--- src/rtl/tick_timer_pkg.sv ---
package tick_timer_pkg;

    typedef enum logic [1:0] {
        DIR_UP     = 2'b00,
        DIR_DOWN   = 2'b01,
        DIR_UPDOWN = 2'b10,
        DIR_UP_ALT = 2'b11
    } dir_mode_e;

    typedef enum logic [1:0] {
        ST_STOP = 2'b00,
        ST_RISE = 2'b01,
        ST_FALL = 2'b10
    } seq_state_e;

    // State a run begins in for a given direction
    function automatic seq_state_e start_state(input dir_mode_e mode);
        return (mode == DIR_DOWN) ? ST_FALL : ST_RISE;
    endfunction

endpackage

--- src/rtl/tick_timer_limit.sv ---
module tick_timer_limit
    import tick_timer_pkg::*;
#(
    parameter int unsigned CNT_W = 16
) (
    input  logic             clk,
    input  logic             rst_n,
    input  logic             running,
    input  logic             boundary,
    input  logic             wr_en,
    input  logic [CNT_W-1:0] wr_data,
    output logic [CNT_W-1:0] max_act,
    output logic [CNT_W-1:0] max_next,
    output logic             busy
);

    localparam logic [CNT_W-1:0] MAX_RESET = '1;

    logic [CNT_W-1:0] act_q;
    logic [CNT_W-1:0] pend_q;
    logic             pend_v_q;

    always_ff @(posedge clk or negedge rst_n) begin
        if (!rst_n) begin
            act_q    <= MAX_RESET;
            pend_q   <= '0;
            pend_v_q <= 1'b0;
        end else if (!running) begin
            // Stopped: writes apply at once, any leftover pending value lands
            if (wr_en) begin
                act_q <= wr_data;
            end else if (pend_v_q) begin
                act_q <= pend_q;
            end
            pend_v_q <= 1'b0;
        end else if (boundary && pend_v_q) begin
            act_q    <= pend_q;
            pend_v_q <= 1'b0;
        end else if (wr_en && !pend_v_q) begin
            pend_q   <= wr_data;
            pend_v_q <= 1'b1;
        end
    end

    always_comb begin
        max_act  = act_q;
        max_next = pend_v_q ? pend_q : act_q;
        busy     = pend_v_q;
    end

endmodule

--- src/rtl/tick_timer_seq.sv ---
module tick_timer_seq
    import tick_timer_pkg::*;
(
    input  logic       clk,
    input  logic       rst_n,
    input  dir_mode_e  mode,
    input  logic       one_shot,
    input  logic       run_start,
    input  logic       run_stop,
    input  logic       preset,
    input  logic       advance,
    input  logic       at_top,
    input  logic       at_end,
    output seq_state_e state,
    output logic       running
);

    seq_state_e st_q;
    seq_state_e st_d;

    // Next-state selection
    always_comb begin
        st_d = st_q;
        unique case (st_q)
            ST_STOP: begin
                if (run_start && !run_stop) begin
                    st_d = start_state(mode);           // launch
                end
            end
            ST_RISE, ST_FALL: begin
                if (run_stop) begin
                    st_d = ST_STOP;                     // halt
                end else if (preset) begin
                    st_d = start_state(mode);           // realign
                end else if (advance) begin
                    if (at_end && one_shot) begin
                        st_d = ST_STOP;                 // finish
                    end else begin
                        unique case (mode)
                            DIR_UPDOWN: begin
                                if (st_q == ST_RISE && at_top) begin
                                    st_d = ST_FALL;     // reverse
                                end else if (st_q == ST_FALL && at_end) begin
                                    st_d = ST_RISE;     // rebound
                                end
                            end
                            DIR_DOWN:          st_d = ST_FALL;
                            DIR_UP, DIR_UP_ALT: st_d = ST_RISE;
                            default:           st_d = ST_RISE;
                        endcase
                    end
                end
            end
            default: st_d = ST_STOP;
        endcase
    end

    // State register
    always_ff @(posedge clk or negedge rst_n) begin
        if (!rst_n) begin
            st_q <= ST_STOP;
        end else begin
            st_q <= st_d;
        end
    end

    // Outputs
    always_comb begin
        state   = st_q;
        running = (st_q != ST_STOP);
    end

endmodule

--- src/rtl/tick_timer_count.sv ---
module tick_timer_count
    import tick_timer_pkg::*;
#(
    parameter int unsigned CNT_W = 16
) (
    input  logic             clk,
    input  logic             rst_n,
    input  dir_mode_e        mode,
    input  seq_state_e       state,
    input  logic             one_shot,
    input  logic             preset,
    input  logic             advance,
    input  logic [CNT_W-1:0] max_act,
    input  logic [CNT_W-1:0] max_next,
    output logic [CNT_W-1:0] count,
    output logic             at_top,
    output logic             at_end,
    output logic             cycle_done
);

    localparam logic [CNT_W-1:0] CNT_ZERO = '0;
    localparam logic [CNT_W-1:0] CNT_ONE  = {{(CNT_W-1){1'b0}}, 1'b1};

    logic [CNT_W-1:0] cnt_q;
    logic [CNT_W-1:0] cnt_d;
    logic             done_q;
    logic             hit_max;
    logic             hit_zero;

    assign hit_max  = (cnt_q >= max_act);
    assign hit_zero = (cnt_q == CNT_ZERO);

    // Boundary detection per direction
    always_comb begin
        at_top = 1'b0;
        at_end = 1'b0;
        unique case (mode)
            DIR_DOWN:   at_end = hit_zero;
            DIR_UPDOWN: begin
                at_top = (state == ST_RISE) && hit_max;
                at_end = (state == ST_FALL) && hit_zero;
            end
            DIR_UP, DIR_UP_ALT: at_end = hit_max;
            default:    at_end = hit_max;
        endcase
    end

    // Next count
    always_comb begin
        cnt_d = cnt_q;
        if (preset) begin
            cnt_d = (mode == DIR_DOWN) ? max_act : CNT_ZERO;
        end else if (advance) begin
            unique case (mode)
                DIR_DOWN: begin
                    if (at_end) begin
                        cnt_d = one_shot ? CNT_ZERO : max_next;
                    end else begin
                        cnt_d = cnt_q - CNT_ONE;
                    end
                end
                DIR_UPDOWN: begin
                    if (state == ST_FALL) begin
                        if (at_end) begin
                            cnt_d = (one_shot || max_next == CNT_ZERO) ? CNT_ZERO : CNT_ONE;
                        end else begin
                            cnt_d = cnt_q - CNT_ONE;
                        end
                    end else if (at_top) begin
                        cnt_d = (max_act == CNT_ZERO) ? CNT_ZERO : max_act - CNT_ONE;
                    end else begin
                        cnt_d = cnt_q + CNT_ONE;
                    end
                end
                DIR_UP, DIR_UP_ALT: cnt_d = at_end ? CNT_ZERO : cnt_q + CNT_ONE;
                default:            cnt_d = at_end ? CNT_ZERO : cnt_q + CNT_ONE;
            endcase
        end
    end

    always_ff @(posedge clk or negedge rst_n) begin
        if (!rst_n) begin
            cnt_q  <= CNT_ZERO;
            done_q <= 1'b0;
        end else begin
            cnt_q  <= cnt_d;
            done_q <= advance && at_end;
        end
    end

    assign count      = cnt_q;
    assign cycle_done = done_q;

endmodule

--- src/rtl/tick_timer.sv ---
module tick_timer
    import tick_timer_pkg::*;
#(
    parameter int unsigned CNT_W = 16
) (
    input  logic             clk,
    input  logic             rst_n,
    input  logic             tick_en,
    input  logic [1:0]       dir_mode,
    input  logic             one_shot,
    input  logic             preset,
    input  logic             run_start,
    input  logic             run_stop,
    input  logic             max_wr,
    input  logic [CNT_W-1:0] max_data,
    output logic             max_busy,
    output logic [CNT_W-1:0] count,
    output logic             running,
    output logic             cycle_done
);

    dir_mode_e        mode;
    seq_state_e       state;
    logic             advance;
    logic             boundary;
    logic             at_top;
    logic             at_end;
    logic [CNT_W-1:0] max_act;
    logic [CNT_W-1:0] max_next;

    assign mode     = dir_mode_e'(dir_mode);
    assign advance  = running && tick_en && !preset && !run_stop;
    assign boundary = advance && at_end;

    tick_timer_seq i_seq (
        .clk       (clk),
        .rst_n     (rst_n),
        .mode      (mode),
        .one_shot  (one_shot),
        .run_start (run_start),
        .run_stop  (run_stop),
        .preset    (preset),
        .advance   (advance),
        .at_top    (at_top),
        .at_end    (at_end),
        .state     (state),
        .running   (running)
    );

    tick_timer_count #(.CNT_W(CNT_W)) i_count (
        .clk        (clk),
        .rst_n      (rst_n),
        .mode       (mode),
        .state      (state),
        .one_shot   (one_shot),
        .preset     (preset),
        .advance    (advance),
        .max_act    (max_act),
        .max_next   (max_next),
        .count      (count),
        .at_top     (at_top),
        .at_end     (at_end),
        .cycle_done (cycle_done)
    );

    tick_timer_limit #(.CNT_W(CNT_W)) i_limit (
        .clk      (clk),
        .rst_n    (rst_n),
        .running  (running),
        .boundary (boundary),
        .wr_en    (max_wr),
        .wr_data  (max_data),
        .max_act  (max_act),
        .max_next (max_next),
        .busy     (max_busy)
    );

endmodule

--- config.mk ---
export PLATFORM = sky130hd
export DESIGN_NAME = tick_timer
export DESIGN_NICKNAME = d
export VERILOG_FILES = /design/src/rtl/tick_timer_pkg.sv /design/src/rtl/tick_timer_limit.sv /design/src/rtl/tick_timer_seq.sv /design/src/rtl/tick_timer_count.sv /design/src/rtl/tick_timer.sv
export SDC_FILE = /design/constraint.sdc
export NUM_CORES = 1
export LEC_CHECK = 0
export BUFFER_PORTS_ARGS = -buffer_cell sky130_fd_sc_hd__clkbuf_2
export CAP_MARGIN = 25
export CORE_UTILIZATION = 38
export CTS_BUF_LIST = sky130_fd_sc_hd__clkbuf_4 sky130_fd_sc_hd__clkbuf_8
export DETAILED_ROUTE_END_ITERATION = 10
export PLACE_DENSITY = 0.64
export SETUP_SLACK_MARGIN = 0.3
export SLEW_MARGIN = 30
export SYNTH_ARGS = -nofsm -noshare
export SYNTH_HDL_FRONTEND = slang
export SYNTH_SLANG_ARGS = --single-unit
--- constraint.sdc ---
create_clock -name clk -period 3.85 [get_ports clk]
set_clock_uncertainty 0.05 [all_clocks]
set_input_delay 1.155 -clock clk [delete_from_list [all_inputs] [get_ports clk]]
set_output_delay 1.155 -clock clk [all_outputs]
set_load 0.005 [all_outputs]
==> results.md, run 1 <==
- Num CTS Buffers: 5
- Final net count: 738
- Fin crit period: 3500 ps
- Least-Margin Pin Slew: 819 ps
- Post-synthesis mux area share: 6.07%
- Post-synthesis sequential area ratio: 26.4%
- Setup TNS: 0 ps
- Hold Path Sink: i_limit.max_act[13]$_DFFE_PN1N_
- Reg2reg setup slack: 350 ps
- Leak pwr: 2.40 nW
- TritonRoute pass-1 iters: 5
- Overall Global Routing Usage: 30.0%
- Cells after synthesis: 640
- CP Capture Type: register
- Global route hottest layer: met2
- RSZ-0062 raised after global routing: no
- Adder-Cell Fraction of Synth Area: 6.49%
- RR Endpoint: i_count.count[15]$_DFFE_PN0P_
- Post-Route WL: 19500 um
- Pins Over Slew Limit: 0
- Row count: 41
- Most used cell along the critical path: or4_1
- Most frequent cells in the layout: nor2_1 (63), nand2_1 (54), buf_4 (52), a21oi_1 (44), clkbuf_2 (44)
- Count of different cell masters after synthesis: 64
- Ant diodes: 0
- Part of the cycle the worst path needs: 91.0%
- H-tree Lvls: 2
- Buffers on Ports: 44
- Layout cells sized above 1: 23.0%
- Largest family of logic cells by synthesized area: compound AO/OA/AOI/OAI gates
- CTS tree: done
- Drt initial violations: 639
- Post-Synth XOR/XNOR Area: 6.29%
- CP cell instances: buf_4 > or4_1 > or4_1 > or4_1 > a2111oi_1 > a211oi_1 > o21a_1 > o31a_1
- CTS clock-pin slew for the worst setup and hold paths: 130 ps
- Hold depth: 2
- First-pass GRT wire length: 30300 um
- Fin. Hold Viols: 0
- Area Growth Syn to Fin: 15.8%
- Placer Congestion: 1.06
- Area taken by multi-input logic gates: 3400 um^2
- CTS sink cnt: 52
- Post-synthesis simple-gate area fraction: 23.0%
- Die ar.: 13700 um^2
- DRC Markers: 0
- Leading cell type in the layout, fill and taps excluded: nor2_1
- Routed wire length per instance: 22.7 um
- Largest net degree at the start of global routing: 37
- Max-cap violations: 0
- Outcome: completed
- Startpoint types: register
- Die Width: 117 um
- Storage cell area: 1320 um^2
- Maximum vdd drop: 449 uV
- Placed Cells: 848
- Slowest CP cell: or4_1
- Setup CP Type: reg -> reg
- Bufs on Longest Clock Path: 2
- Non-filler cells in the finished layout: 859
- Post-synth top flop: dfrtp_1
- Worst Path Required: 4060 ps
- Root Driver: clkbuf_8
- Initial core utilization: 39.4%
- Die Y: 117 um
- Async set or reset register ratio after synthesis: 100%
- Worst min path class: reg -> reg
- M1 GR Usage: 42.3%
- Worst skew pair latency: 360 ps
- GRT met3 Usage: 6.39%
- Synthesis-stage register bit count: 52
- Slowest stage delay, CP: 620 ps
- Fillers: 1311
- Syn Area/Cell: 7.83 um^2
- Number of global-route vias before repair: 5166
- Fmax: 285 MHz
- R2r startpoint: i_limit.max_act[7]$_DFFE_PN1N_
- Worst r2r path cells: 8
- Post-DP HPWL: 14700 um
- Final Setup Violations: 0
- Vias: 5432
- Vias/cell: 6.32
- Cell Area, Synth: 5010 um^2
- Peak fanout along the critical path: 7
- Syn nets: 692
- Worst EP arrival: 3710 ps
- Synth Area in Compound Gates: 25.0%
- Hold Startpoint: i_limit.max_act[13]$_DFFE_PN1N_
- Final ANT Viol Nets: 0
- Grt ovf: 0
- Antenna violations before repair: 0
- Area of the core: 12700 um^2
- M2 GR Usage: 44.0%
- Synth Warn #: 0
- Slew HR: 45.2%
- Post-synth EDFFs: 0
- PwrDens: 696 nW/um^2
- # IOs: 45
-- layout make-up --
| cell class | instances | share of cell area [%] |
|---|---|---|
| timing repair buffer | 98 | 11.2 |
| inverter | 26 | 1.68 |
| clock buffer | 6 | 1.42 |
| sequential | 52 | 22.8 |
| clock inverter | 2 | 0.668 |
| multi-input combinational | 503 | 58.6 |
| tap | 172 | 3.71 |
-- power breakdown --
part	internal (mW)	switching, mW	leakage (nW)
sequential	0.848	0.360	0.614
combinational	0.981	1.41	1.72
clock	0.213	0.224	0.0614
total	2.04	2.00	2.40
-- cells by family (layout without fill, tap and decap cells) --
| family | count (synthesis) | count (layout) |
|---|---|---|
| flip-flops | 52 | 52 |
| multiplexers | 28 | 28 |
| buffers and inverters | 85 | 132 |
| AO/OA/AOI/OAI | 183 | 183 |
| adder cells (fa/ha/maj) | 26 | 26 |
| XOR/XNOR | 36 | 36 |
| AND/OR/NAND/NOR | 230 | 230 |
-- metal layers --
metal	vias to the layer above	routed length, um
met4	0	870
met5	-	0
met2	336	8310
met1	2588	8410
li1	2442	-
met3	66	1900
-- state kept, by name, summed over array words and instances, names as in the netlist --
register	count
i_limit.max_act	16
i_limit.pend_q	16
i_seq.state	2
i_limit.busy	1
i_count.count	16
i_count.cycle_done	1
-- repair_timing --
item	CTS	global route
endpoints found under the setup margin	18	32
buffers inserted	0	3
gates resized for setup	3	11
hold buffers	0	0
pin swaps	0	1
-- through the flow --
stage | setup slack, ps | instance area, um^2 | power, mW | utilization (%) | hold WS (ps)
6_report | 346 | 5810 | 4.04 | 45.6 | 498
5_1_grt | 326 | 5810 | 4.31 | 45.6 | 514
4_1_cts | 282 | 5740 | 3.94 | 45.1 | 503
3_5_place_dp | 247 | 5610 | 3.49 | 44.1 | 486
3_3_place_gp | 192 | 5610 | 3.43 | 44.1 | 466
2_1_floorplan | 344 | 5020 | 2.59 | - | 445
-- synth_stat cells (all sizes together), types with 2 or more instances --
master	n	share of area, %
nor2	63	4.7
nand2	55	4.1
clkbuf	50	3.7
a21oi	44	4.4
dfrtp	36	18
o21ai	34	3.7
ha	26	6.5
inv	26	1.9
nor3	24	2.6
xnor2	21	3.7
mux2	19	4.3
a22oi	18	2.7
a22o	17	3.0
dfstp	16	8.4
nand3	16	1.6
xor2	15	2.6
or4	13	2.1
nand4	12	1.5
nand2b	11	1.4
buf	9	1.0
mux2i	9	1.8
o31ai	8	1.5
a211oi	7	1.0
a31oi	7	0.87
and3	7	0.87
a2111oi	6	1.0
nor2b	6	0.75
o22ai	6	0.75
a221oi	5	0.87
nor3b	5	0.75
nor4	5	0.62
o211ai	5	0.75
a21boi	4	0.60
or3	4	0.50
o21a	3	0.45
a222oi	2	0.40
a311oi	2	0.35
and2	2	0.25
o2111ai	2	0.35
o221ai	2	0.35
o311ai	2	0.35
o41ai	2	0.35
or4b	2	0.47
-- worst max-delay path: cells and delay by family, from the launching register on --
family	cells	cell delay, ps
simple gates	3	1660
compound gates	4	1090
flops	1	410
buf+inv	1	180
-- worst max-delay path by stage --
stage	from	to	slack, ps	cells after the start
floorplan	i_limit.max_act[13]$_DFFE_PN1N_	i_seq.state[1]$_DFFE_PN0P_	340	11
CTS	i_limit.max_act[13]$_DFFE_PN1N_	i_count.count[13]$_DFFE_PN0P_	280	12
finish	i_limit.max_act[7]$_DFFE_PN1N_	i_count.count[15]$_DFFE_PN0P_	350	8
detailed placement	i_limit.max_act[13]$_DFFE_PN1N_	i_count.count[12]$_DFFE_PN0P_	250	11
global route	i_count.count[9]$_DFFE_PN0P_	i_count.count[9]$_DFFE_PN0P_	330	7
global placement	i_limit.max_act[13]$_DFFE_PN1N_	i_count.count[15]$_DFFE_PN0P_	190	10
Power figures use the tool's default switching activity.
==> inputs of run 2 (changes only) <==
--- a/config.mk
+++ b/config.mk
@@ -10,7 +10,7 @@
 export CORE_UTILIZATION = 38
 export CTS_BUF_LIST = sky130_fd_sc_hd__clkbuf_4 sky130_fd_sc_hd__clkbuf_8
 export DETAILED_ROUTE_END_ITERATION = 10
-export PLACE_DENSITY = 0.64
+export PLACE_DENSITY = 0.62
 export SETUP_SLACK_MARGIN = 0.3
 export SLEW_MARGIN = 30
 export SYNTH_ARGS = -nofsm -noshare
==> constraint.sdc (replaced) <==
create_clock -name clk -period 3.45 [get_ports clk]
set_clock_uncertainty 0.05 [all_clocks]
set_input_delay 1.035 -clock clk [delete_from_list [all_inputs] [get_ports clk]]
set_output_delay 1.035 -clock clk [all_outputs]
set_load 0.005 [all_outputs]
==> results.md, run 2 (synthesis results as in run 1) <==
- Net Switching: 2.61 mW (+31%)
- Largest net degree at the start of global routing: 37 (unchanged)
- Most frequent cells in the layout: buf_4 (104), nand2_1 (54), nor2_1 (51), clkbuf_2 (44), dfrtp_1 (36)
- Worst EP arrival: 3430 ps (-280 ps)
- Worst Path Required: 3630 ps (-430 ps)
- Leading cell type in the layout, fill and taps excluded: buf_4
- Routed wire length per instance: 23.5 um (+3.8%)
- H-tree Lvls: 2 (unchanged)
- Area of the core: 12700 um^2 (unchanged)
- Row count: 41 (unchanged)
- CTS clock-pin slew for the worst setup and hold paths: 110 ps (-20 ps)
- Layout cells sized above 1: 37.5% (+14 points)
- Total power: 5.25 mW (+30%)
- Placer Congestion: 1.04 (-2.2%)
- Fin crit period: 3250 ps (-259 ps)
- CTS sink cnt: 52 (unchanged)
- Fin. Hold Viols: 0 (unchanged)
- DRC Markers: 0 (unchanged)
- Worst skew pair latency: 340 ps (-20 ps)
- Combinational cell fraction of total power: 67.9% (+8.6 points)
- Int Power: 2.64 mW (+30%)
- Peak fanout along the critical path: 4 (-3)
- Slew HR: 47.9% (+2.6 points)
- Net Sw Frac: 49.6% (+0.20 points)
- Root Driver: clkbuf_8
- Worst min path class: reg -> reg
- Grt ovf: 0 (unchanged)
- Initial core utilization: 39.4% (unchanged)
- Overall Global Routing Usage: 31.4% (+1.3 points)
- Startpoint types: register
- Setup CP Type: reg -> reg
- Slowest CP cell: dfstp_2
- Worst Hold Slack: 538 ps (+40.2 ps)
- Sequential share of power: 24.4% (-5.5 points)
- Fmax: 308 MHz (+8.0%)
- Pins Over Slew Limit: 0 (unchanged)
- CP Capture Type: register
- Least-Margin Pin Slew: 782 ps (-36.4 ps)
- Die ar.: 13700 um^2 (unchanged)
- Buffers on Ports: 44 (unchanged)
- Outcome: completed
- RSZ-0062 raised after global routing: yes
- CP cell instances: inv_2 > ha_1 > nand4_1 > nor3_2 > or4b_4 > and3_4 > o21ai_4 > o21ai_2 > a222oi_1 > mux2_2
- First-pass GRT wire length: 31300 um (+3.2%)
- Leak pwr: 2.75 nW (+15%)
- Vias: 5737 (+5.6%)
- Setup TNS: 0 ps (unchanged)
- Clock power frac: 7.7% (-3.1 points)
- Slowest stage delay, CP: 570 ps (-50 ps)
- TritonRoute pass-1 iters: 5 (unchanged)
- Die Width: 117 um (unchanged)
- Max-cap violations: 0 (unchanged)
- CTS tree: done
- Post-Route WL: 21700 um (+11%)
- Part of the cycle the worst path needs: 94.1% (+3.0 points)
- Die Y: 117 um (unchanged)
- Maximum vdd drop: 548 uV (+22%)
- Vias/cell: 6.22 (-1.6%)
- Final core utilization: 52.4% (+6.7 points)
- # IOs: 45 (unchanged)
- Antenna violations before repair: 0 (unchanged)
- Final net count: 801 (+8.5%)
- Final ANT Viol Nets: 0 (unchanged)
- Post-DP HPWL: 16000 um (+8.5%)
- Number of global-route vias before repair: 5355 (+3.7%)
- CTS Hold Bufs: 0 (unchanged)
- Drt initial violations: 626 (-2.0%)
- Num CTS Buffers: 5 (unchanged)
- Ant diodes: 0 (unchanged)
- Bufs on Longest Clock Path: 2 (unchanged)
- Fillers: 1262 (-3.7%)
- Final Setup Violations: 0 (unchanged)
- Area Growth Syn to Fin: 32.9%
- PwrDens: 789 nW/um^2 (+13%)
==> run 2: repair_timing <==
item | CTS | global route
buffers inserted | 7 | 23
resized for setup | 17 | 79
cloned | 0 | 3
pin swaps | 12 | 17
endpoints found under the setup margin | 30 | 32
==> run 2: worst max-delay path, delay by kind of cell, from the launching register on <==
family / cells / cell delay [ps]
simple gates: 4 / 1120
compound gates: 3 / 690
flops: 1 / 570
mux: 1 / 380
fa+ha+maj: 1 / 260
buf+inv: 1 / 50
==> run 2: power groups by stage <==
stage / clock, mW / sequential (mW) / combinational, mW
5_1_grt: 0.440 / 1.30 / 3.79
2_1_floorplan: 0 / 1.12 / 1.81
3_5_place_dp: 0 / 1.28 / 2.85
3_3_place_gp: 0 / 1.27 / 2.82
4_1_cts: 0.410 / 1.27 / 2.91
6_report: 0.406 / 1.28 / 3.57
==> run 2: worst paths after layout <==
| kind | startpoint | endpoint | cells past startpoint | slack (ps) |
|---|---|---|---|---|
| setup / recovery | i_limit.max_act[12]$_DFFE_PN1N_ | i_seq.state[1]$_DFFE_PN0P_ | 10 | 200 |
| hold reg to reg | i_limit.max_act[9]$_DFFE_PN1N_ | i_count.count[9]$_DFFE_PN0P_ | 2 | 540 |
| setup reg to reg | i_limit.max_act[12]$_DFFE_PN1N_ | i_seq.state[1]$_DFFE_PN0P_ | 10 | 200 |
| min in group asynchronous | rst_n | i_count.count[2]$_DFFE_PN0P_ | 1 | 600 |
| hold / removal | i_limit.max_act[9]$_DFFE_PN1N_ | i_count.count[9]$_DFFE_PN0P_ | 2 | 540 |
| max in group asynchronous | rst_n | i_limit.max_act[7]$_DFFE_PN1N_ | 2 | 1990 |
==> run 2: area by class of cell <==
type                            count  area (um^2)  area share (%)
Inverter                           26          100            1.50
Timing Repair Buffer              161         1210            18.2
Clock inverter                      2         17.5           0.263
Clock buffer                        6         76.3            1.15
Tap cell                          172          215            3.23
Sequential cell                    52         1320            19.8
Multi-Input combinational cell    503         3720            55.9
==> run 2: routing by layer <==
metal | part of all wire [%] | routed length (um) | global-route usage (%) | up-vias
met4 | 3.7 | 807 | 12.6 | 0
met5 | 0 | 0 | 0 | -
met2 | 46 | 9890 | 49.3 | 334
li1 | - | - | - | 2571
met3 | 9.4 | 2050 | 6.64 | 61
met1 | 41 | 8960 | 42.1 | 2771
==> run 2: through the flow <==
step | setup WS (ps) | instance area, um^2 | cells
2_1_floorplan | 109 | 5070 | 640
3_3_place_gp | 120 | 5900 | 881
3_5_place_dp | 121 | 5900 | 881
4_1_cts | 183 | 6090 | 896
5_1_grt | 128 | 6660 | 922
6_report | 205 | 6660 | 922
==> inputs of run 3 (changes only) <==
--- a/config.mk
+++ b/config.mk
@@ -15,4 +15,5 @@
 export SLEW_MARGIN = 30
 export SYNTH_ARGS = -nofsm -noshare
 export SYNTH_HDL_FRONTEND = slang
+export SYNTH_HIERARCHICAL = 1
 export SYNTH_SLANG_ARGS = --single-unit
==> results.md, run 3 <==
- Synth cell count leaders: nand2_1 (50), a21oi_1 (38), dfrtp_1 (36)
- Synth Warn #: 6 (+6)
- Placed Cells: 839 (-4.8%)
- Worst r2r path cells: 12 (+2)
- Drt initial violations: 592 (-5.4%)
- Fmax: 318 MHz (+3.1%)
- CTS clock-pin slew for the worst setup and hold paths: 100 ps (about the same)
- First-pass GRT wire length: 29300 um (-6.2%)
- Async set or reset register ratio after synthesis: 100% (unchanged)
- Pins Over Slew Limit: 0 (unchanged)
- R2r startpoint: i_limit/max_act[11]$_DFFE_PN1P_
- Worst min path class: reg -> reg
- Row count: 42 (+2.4%)
- Maximum vdd drop: 395 uV (-28%)
- Area of placed instances: 5830 um^2 (-1.1%)
- Count of different cell masters after synthesis: 83 (+30%)
- Top-count cell post-synth: nand2_1
- Reg2reg setup slack: 300 ps (+100 ps)
- Initial core utilization: 39.2% (-0.21 points)
- Worst EP arrival: 3360 ps (-70 ps)
- RR Endpoint: i_limit/max_act[2]$_DFFE_PN1P_
- Syn nets: 665 (-3.9%)
- Max-cap violations: 0 (unchanged)
- Final net count: 745 (-7.0%)
- Routed wire length per instance: 22.2 um (-5.8%)
- Grt ovf: 0 (unchanged)
- Worst Path Required: 3660 ps (+30 ps)
- Leak pwr: 2.56 nW (-7.0%)
- Vias/cell: 6.21 (-0.21%)
- Clock power frac: 9.5% (+1.8 points)
- Most frequent cells in the layout: buf_4 (62), nand2_1 (49), clkbuf_2 (44), a21oi_1 (37), dfrtp_1 (35)
- Ant diodes: 0 (unchanged)
- Int Power: 2.24 mW (-15%)
- Final ANT Viol Nets: 0 (unchanged)
- Post-DP HPWL: 14400 um (-9.8%)
- Hold depth: 1 (-1)
- Die Width: 119 um (+1.9%)
- Die ar.: 14200 um^2 (+3.9%)
- Cell Area, Synth: 5210 um^2 (+3.9%)
- CTS sink cnt: 52 (unchanged)
- Root Driver: clkbuf_8
- Design area: 6150 um^2 (-7.7%)
- Synthesis-stage register bit count: 52 (unchanged)
- Vias: 5377 (-6.3%)
- Leading cell type in the layout, fill and taps excluded: buf_4
- Post-Route WL: 19200 um (-12%)
- Post-synth top flop: dfrtp_1
- Buffers on Ports: 44 (unchanged)
- TritonRoute pass-1 iters: 5 (unchanged)
- H-tree Lvls: 2 (unchanged)
- CP Capture Type: register
- Sequential share of power: 29.0% (+4.6 points)
- Hold Path Sink: i_limit/pend_q[6]$_DFFE_PN0P_
- Overall Global Routing Usage: 26.8% (-4.6 points)
- Post-synthesis sequential area ratio: 25.4% (-1.0 points)
- Fin crit period: 3150 ps (-96.6 ps)
- Startpoint types: register
- Outcome: completed
- Peak fanout along the critical path: 7 (+3)
- Top cells by area, synth: dfrtp_1 (17%), dfstp_2 (8.1%), ha_1 (7.2%)
- PwrDens: 691 nW/um^2 (-12%)
- Cells after synthesis: 609 (-4.8%)
- Combinational cell fraction of total power: 61.5% (-6.4 points)
- Share of the synthesized area in the top cell type: 17.3% (-0.68 points)
- Non-filler cells in the finished layout: 866 (-6.1%)
- Area of the core: 13300 um^2 (+4.5%)
- Final Setup Violations: 0 (unchanged)
- Final core utilization: 46.2% (-6.1 points)
- DRC Markers: 0 (unchanged)
- Syn Area/Cell: 8.56 um^2 (+9.2%)
- RSZ-0062 raised after global routing: yes
- Die Y: 119 um (+1.9%)
- Slew HR: 50.6% (+2.8 points)
- Hold Startpoint: i_limit/pend_q[6]$_DFFE_PN0P_
- Net Sw Frac: 47.2% (-2.4 points)
- Part of the cycle the worst path needs: 91.3% (-2.8 points)
- Least-Margin Pin Slew: 740 ps (-41.7 ps)
- Setup TNS: 0 ps (unchanged)
- # IOs: 45 (unchanged)
- Post-synth EDFFs: 0 (unchanged)
- Bufs on Longest Clock Path: 2 (unchanged)
- Worst skew pair latency: 330 ps (about the same)
- Placer Congestion: 0.969 (-6.6%)
- Setup CP Type: reg -> reg
- CTS tree: done
- Fin. Hold Viols: 0 (unchanged)
- Antenna violations before repair: 0 (unchanged)
- Number of global-route vias before repair: 5113 (-4.5%)
- Worst setup path start: i_limit/max_act[11]$_DFFE_PN1P_
- Largest net degree at the start of global routing: 53 (+43%)
- Area Growth Syn to Fin: 18.0%
- Num CTS Buffers: 5 (unchanged)
- Layout cells sized above 1: 25.8% (-12 points)
- Dominant cell type by area after synthesis: dfrtp_1
- Net Switching: 2.01 mW (-23%)
[run 3: how the worst max path moves through the flow]
stage / to / slack, ps
after floorplan: i_limit/max_act[10]$_DFFE_PN1P_ / 300
after detailed placement: i_seq/state[1]$_DFFE_PN0P_ / 160
after global routing: i_limit/max_act[15]$_DFFE_PN1P_ / 210
after CTS: i_seq/state[1]$_DFFE_PN0P_ / 300
after global placement: i_limit/max_act[1]$_DFFE_PN1P_ / 230
final: i_limit/max_act[2]$_DFFE_PN1P_ / 300
[run 3: logic make-up (layout without fill, tap and decap cells)]
kind of cell | after synthesis | count (layout) | synth area share (%)
buffers and inverters | 74 | 153 | 6.60
and+or+nand+nor | 217 | 218 | 22.8
DFF | 52 | 52 | 25.4
muxes | 44 | 44 | 9.25
adders and majority gates | 30 | 30 | 7.20
AOI/OAI and AO/OA | 156 | 157 | 22.7
xor gates and xnor gates | 36 | 36 | 6.05
[run 3: per-stage QoR]
step                      power, mW  hold WS (ps)  worst slack (ps)
after global placement         3.53           449               229
after CTS                      4.02           490               302
after global routing           4.50           502               213
final                          4.25           484               301
after detailed placement       3.58           463               161
after floorplan                2.81           432               301
[run 3: worst max-delay path, stage by stage (launching register included)]
cell	delay (ps)
dfstp_2	590
inv_2	70
ha_4	270
nand4_1	140
or4_4	520
o32ai_4	330
o31a_4	220
nor2_4	40
inv_4	110
and2_4	150
nand2b_4	170
nand3b_4	150
o221a_1	260
[run 3: power by group through the flow]
stage	Combinational [mW]	Sequential (mW)	Clock, mW
2_1_floorplan	1.63	1.18	0
3_3_place_gp	2.28	1.25	0
3_5_place_dp	2.32	1.26	0
4_1_cts	2.37	1.24	0.412
5_1_grt	2.81	1.27	0.431
6_report	2.61	1.23	0.403
[run 3: what timing repair did]
item | in CTS | in global routing
endpoints found under the setup margin | 19 | 25
buffers inserted | 2 | 15
cloned | 0 | 2
hold buffers | 0 | 0
resized for setup | 5 | 12
pin swaps | 3 | 18
[run 3: metal layers]
layer / up-vias / share of wire (%) / GRT usage, %
li1: 2424 / - / -
met5: - / 0 / 0
met4: 0 / 3.3 / 8.94
met2: 330 / 45 / 42.9
met3: 47 / 8.0 / 3.54
met1: 2576 / 43 / 37.0
[run 3: final cells by class]
| type | count | area, um^2 |
|---|---|---|
| clock inverter | 2 | 17.5 |
| inverter | 37 | 141 |
| multi-input combinational | 485 | 3660 |
| clock buffer | 6 | 76.3 |
| timing repair buffer | 108 | 712 |
| tap | 176 | 220 |
| fill | 1297 | 7150 |
| sequential | 52 | 1320 |
